**src/rtl/lko_pkg.sv**
```systemverilog
package lko_pkg;
    typedef enum logic [1:0] {
        ST_INIT  = 2'd0,
        ST_IDLE  = 2'd1,
        ST_WATCH = 2'd2,
        ST_TRIP  = 2'd3
    } lko_state_t;
endpackage

```
**src/rtl/lko_tick_counter.sv**
```systemverilog
// Counts advance pulses; expire pulses combinationally on the LIMIT-th one.
module lko_tick_counter #(
    parameter int LIMIT = 4
) (
    input  logic clk,
    input  logic rst_n,
    input  logic clear,
    input  logic advance,
    output logic expire
);
    localparam int W = $clog2(LIMIT + 1);
    localparam logic [W-1:0] LAST = W'(LIMIT - 1);

    logic [W-1:0] cnt;
    logic         at_last;

    assign at_last = (cnt == LAST);
    assign expire  = advance && !clear && at_last;

    always_ff @(posedge clk or negedge rst_n) begin
        if (!rst_n)
            cnt <= '0;
        else if (clear)
            cnt <= '0;
        else if (advance)
            cnt <= at_last ? '0 : cnt + 1'b1;
    end


    cnt_in_range_chk: assert property (@(posedge clk) disable iff (!rst_n)
        cnt <= LAST);


    clear_zeroes_chk: assert property (@(posedge clk) disable iff (!rst_n)
        clear |=> (cnt == '0));
endmodule

```
**src/rtl/rotor_lockout_timer.sv**
```systemverilog
module rotor_lockout_timer
    import lko_pkg::*;
#(
    parameter int INIT_TICKS   = 4,
    parameter int UNLOCK_TICKS = 800,
    parameter int MISS_TICKS   = 50
) (
    input  logic clk,
    input  logic rst_n,
    input  logic run_cmd,
    input  logic locked,
    input  logic decel,
    input  logic ref_edge,
    input  logic tick,
    output logic shutdown,
    output logic init_reset
);
    lko_state_t state, state_nx;
    logic init_exp, unl_exp, miss_exp;
    logic watching;

    assign watching = (state == ST_WATCH);

    lko_tick_counter #(.LIMIT(INIT_TICKS)) u_init_cnt (
        .clk(clk), .rst_n(rst_n),
        .clear(state != ST_INIT), .advance(tick), .expire(init_exp));

    lko_tick_counter #(.LIMIT(UNLOCK_TICKS)) u_unlock_cnt (
        .clk(clk), .rst_n(rst_n),
        .clear(!watching || locked || decel), .advance(tick), .expire(unl_exp));

    lko_tick_counter #(.LIMIT(MISS_TICKS)) u_miss_cnt (
        .clk(clk), .rst_n(rst_n),
        .clear(!watching || ref_edge), .advance(tick), .expire(miss_exp));

    always_ff @(posedge clk or negedge rst_n) begin
        if (!rst_n)
            state <= ST_INIT;
        else
            state <= state_nx;
    end

    always_comb begin
        state_nx = state;
        unique case (state)
            ST_INIT:  if (init_exp) state_nx = ST_IDLE;
            ST_IDLE:  if (run_cmd) state_nx = ST_WATCH;
            ST_WATCH: begin
                if (!run_cmd)
                    state_nx = ST_IDLE;
                else if (unl_exp || miss_exp)
                    state_nx = ST_TRIP;
            end
            ST_TRIP:  if (!run_cmd) state_nx = ST_IDLE;
            default:  state_nx = ST_INIT;
        endcase
    end

    always_comb begin
        shutdown   = (state == ST_TRIP);
        init_reset = (state == ST_INIT);
    end


    no_dual_out_chk: assert property (@(posedge clk) disable iff (!rst_n)
        !(shutdown && init_reset));


    latch_hold_chk: assert property (@(posedge clk) disable iff (!rst_n)
        (shutdown && run_cmd) |=> shutdown);


    release_on_stop_chk: assert property (@(posedge clk) disable iff (!rst_n)
        $fell(shutdown) |-> !$past(run_cmd));


    trip_on_tick_chk: assert property (@(posedge clk) disable iff (!rst_n)
        $rose(shutdown) |-> ($past(tick) && $past(run_cmd)));


    init_end_on_tick_chk: assert property (@(posedge clk) disable iff (!rst_n)
        $fell(init_reset) |-> $past(tick));
endmodule

```
**config.mk**
```make
export PLATFORM = sky130hd
export DESIGN_NAME = rotor_lockout_timer
export DESIGN_NICKNAME = d
export VERILOG_FILES = /design/src/rtl/lko_pkg.sv /design/src/rtl/lko_tick_counter.sv /design/src/rtl/rotor_lockout_timer.sv
export SDC_FILE = /design/constraint.sdc
export NUM_CORES = 1
export LEC_CHECK = 0
export ABC_CLOCK_PERIOD_IN_PS = 3400
export BUFFER_PORTS_ARGS = -buffer_cell sky130_fd_sc_hd__buf_2
export CORE_ASPECT_RATIO = 1.75
export CORE_MARGIN = 2
export CORE_UTILIZATION = 35
export CTS_CLUSTER_SIZE = 10
export DETAILED_ROUTE_END_ITERATION = 10
export PLACE_DENSITY = 0.62
export RECOVER_POWER = 100
export SLEW_MARGIN = 20
export SYNTH_ARGS = -nofsm -noshare
export SYNTH_HDL_FRONTEND = slang
export SYNTH_SLANG_ARGS = --single-unit
```
**constraint.sdc**
```tcl
create_clock -name clk -period 3.4 [get_ports clk]
set_input_delay 0.68 -clock clk [delete_from_list [all_inputs] [get_ports clk]]
set_output_delay 0.68 -clock clk [all_outputs]
set_load 0.01 [all_outputs]
```
==> results list <==
- The flow ran to the end, and the final reports show no timing, DRC or antenna violations.
* Die Footprint: 4060 um2
* Residual antenna-violating net count after detailed routing: 0
- The routed design has roughly 2500 um of wire.
- For this run, the post-layout net count is 150.
- TritonCTS built the clock tree.
- Critical path startpoint: state[0]$_DFFE_PN0P_
* Commonest cells post-synth: 21 x sky130_fd_sc_hd__dfrtp_1, 15 x sky130_fd_sc_hd__nand2_1, 10 x sky130_fd_sc_hd__nand3_1
* Netlist cell types: 40
- For this design the top-level I/O count stands at 9.
- Placer congestion estimate: between 0.7 and 0.8
- Hold violation total from the final report: 0
- Total clock sinks: 21
- After detailed routing, the number of remaining DRC violations is 0.
- For this configuration, the core starts out at a cell density of 36.6%.
- Global routing used 14.0% of the available tracks across all layers.
* Number of storage elements in the synthesis netlist: 21
- Initial DRT Pass Iterations: 4
- The worst setup path is captured at a register.
- Clock H-tree levels: 1
- Path category of the worst min-delay check: reg -> reg
- From left edge to right edge, the die measures 49.0 um.
- The analysis attributes to cell leakage a power of 0.612 nW.
* WL/cell: 13.9 um
* CTS Root Buffer Type: sky130_fd_sc_hd__clkbuf_8
- By instance count, the leading cell after synthesis is sky130_fd_sc_hd__dfrtp_1.
- For this run, the top clock speed supported by timing is 508 MHz.
* Leading register cell type out of synthesis: sky130_fd_sc_hd__dfrtp_1
* Hpwl dp: approximately 1900 um
- The number of global-route vias before repair came to 1,004.
- Global-route wire length before repair: around 4400 um
- Diodes inserted: 0
- Setup repair after global routing left no endpoint under its margin.
- Counting the buffers created by CTS gives 3.
- Final hold slack: 522 ps
- On the final layout, the worst clock skew is 7.35 ps.
- For this block, the initial DRC count from the detailed router was 14.
- Share of synthesized area occupied by flip-flops and latches: roughly 42%
- Adding up every negative setup slack in the final design gives 0 ps.
- After detailed routing, the number of vias per cell comes to 5.39.
- Beginning of the worst register-to-register path: state[0]$_DFFE_PN0P_
- Across the VDD grid, the largest voltage drop is 0.000375 V.
- Top fanout value on the critical path: 8
* Worst-path clk slew: 80 ps
- Post-cts sizing count: 0
- Worst slew margin relative to its limit: around a quarter
- At the pin with the least slew margin, the transition time is 1150 ps.
- Start point of the worst min-delay path: u_init_cnt.cnt[2]$_DFFE_PN0P_
- Synth area leaders: sky130_fd_sc_hd__dfrtp_1 42%, sky130_fd_sc_hd__ha_1 9.1%, sky130_fd_sc_hd__nand2_1 4.5%, sky130_fd_sc_hd__nand3_1 4.0%, sky130_fd_sc_hd__o21ai_0 3.2%
- In the finished design, the share of the clock period the worst path needs comes to 57.9%.
- Arrival time of data at the critical path endpoint: 2120 ps
- Setup violations remaining at the end of the flow were counted as 0.
* Number of pins with negative max-slew slack in the final report: 0
- Worst setup SP type: register
- During placement, the flow inserted port buffers numbering 8.
- Number of nets in the synthesized netlist: 139
* Number of buffers inserted by hold repair at cts: 0
- Worst EP required: 3550 ps
- The longest clock path from root to sink contains 2 buffers.
* Share of post-route cells with drive strength above 1: 9.77%
- Gate count of the mapped netlist: 123
- Post-synth top area share: 42.3%
* Vert. Die Dim: 82.8 um
- Combined area of all synthesized cells: 1240 um2
* Synthesis-to-layout area growth: 8.26%
* Kind of critical path: reg -> reg
* Maxcap violations: 0
- Shortest clock period the worst path allows after layout: 1970 ps
- Cell accounting for the most synthesized area: sky130_fd_sc_hd__dfrtp_1
* Placeable core region: between 3000 and 4000 um2
* Number of placement rows: 28
* Post-CTS setup repair buffer count: 0
* Antenna violations before repair: 0
- Power spread over the standard cell area amounts to 465 nW/um2.
- Of all flip-flops after synthesis, the portion carrying an async set or reset was 100%.
* Post-synth EDFFs: 0
* Number of vias in the routed layout: 960
* Syn Area/Cell: 10.1 um2
- Clock latency on the worst-skew pair: 270 ps
- Largest net degree at the start of global routing: 22
- After global routing the overflow that remains totals 0.
* Yosys warning total: 0
[registers in the layout, summed over array words and instances, names as in the netlist]
register,flops
u_miss_cnt.cnt,6
u_init_cnt.cnt,3
state,2
u_unlock_cnt.cnt,10
[area by class of cell]
cell class	count	area [um2]
fill	355	2050
multi-input combinational	96	667
sequential	21	526
tap	45	56.3
clock buffer	4	45.0
timing repair buffer	8	36.3
inverter	4	15.0
[cell usage in the layout (no fill, tap or decap), types with 2 or more instances in the layout]
cell / n
sky130_fd_sc_hd__or3_1: 2
sky130_fd_sc_hd__clkbuf_1: 4
sky130_fd_sc_hd__o211ai_1: 2
sky130_fd_sc_hd__nand3_1: 10
sky130_fd_sc_hd__nor3b_1: 3
sky130_fd_sc_hd__a21o_1: 4
sky130_fd_sc_hd__and3_1: 2
sky130_fd_sc_hd__xor2_1: 4
sky130_fd_sc_hd__mux2i_1: 3
sky130_fd_sc_hd__o21ai_0: 9
sky130_fd_sc_hd__buf_2: 5
sky130_fd_sc_hd__inv_1: 4
sky130_fd_sc_hd__clkbuf_8: 3
sky130_fd_sc_hd__nand4_1: 3
sky130_fd_sc_hd__nor2_1: 6
sky130_fd_sc_hd__ha_1: 9
sky130_fd_sc_hd__nand2_1: 15
sky130_fd_sc_hd__nor2b_1: 2
sky130_fd_sc_hd__and4_1: 2
sky130_fd_sc_hd__dfrtp_1: 21
[stage by stage]
step | setup slack (ps) | area [um2] | total power [W] | utilization, % | std cells
3_3_place_gp | 1450 | 1320 | 0.000462 | 39.0 | 174
5_1_grt | 1210 | 1350 | 0.000666 | 39.6 | 178
4_1_cts | 1480 | 1370 | 0.000643 | 40.3 | 178
3_5_place_dp | 1370 | 1320 | 0.000475 | 39.0 | 174
2_1_floorplan | 1750 | 1240 | 0.000422 | - | 123
6_report | 1430 | 1350 | 0.000625 | 39.6 | 178
[layer usage]
layer	share of wire (%)	global-route usage, %	up-vias
li1	-	-	468
met2	55	25.4	14
met4	2.5	8.31	0
met1	40	14.8	473
met5	0	0	-
met3	2.4	1.80	5
[cell families after synthesis]
logic type	after synthesis	share of synthesized area, %
XOR/XNOR	5	3.52
multiplexers	3	2.42
flip-flops	21	42.3
AO/OA/AOI/OAI	22	13.1
adder cells (fa/ha/maj)	9	9.06
AND/OR/NAND/NOR	57	27.2
buffers and inverters	6	2.42
[power by group]
part | switching (W) | internal, W | leakage, nW | total, W
Clock | 0.0000846 | 0.0000837 | 0.0228 | 0.000168
Sequential | 0.0000199 | 0.000270 | 0.289 | 0.000290
Combinational | 0.0000945 | 0.0000728 | 0.301 | 0.000167
[final timing paths]
kind	endpoint	slack [ps]	depth (start not counted)
max	u_unlock_cnt.cnt[5]$_DFFE_PN0P_	1430	6
max reg2reg	u_unlock_cnt.cnt[5]$_DFFE_PN0P_	1430	6
min	u_init_cnt.cnt[2]$_DFFE_PN0P_	520	2
min in group asynchronous	u_miss_cnt.cnt[1]$_DFFE_PN0P_	610	1
min reg2reg	u_init_cnt.cnt[2]$_DFFE_PN0P_	520	2
max in group asynchronous	u_unlock_cnt.cnt[8]$_DFFE_PN0P_	2100	1
[worst max-delay path: stages (launching register included)]
cell and delay (ps):
sky130_fd_sc_hd__dfrtp_1 420, sky130_fd_sc_hd__inv_1 120, sky130_fd_sc_hd__ha_1 250, sky130_fd_sc_hd__or3b_1 410
sky130_fd_sc_hd__nor2_1 440, sky130_fd_sc_hd__nand2_1 100, sky130_fd_sc_hd__o311ai_0 100
Note: power is estimated with default switching activity, not from simulation.
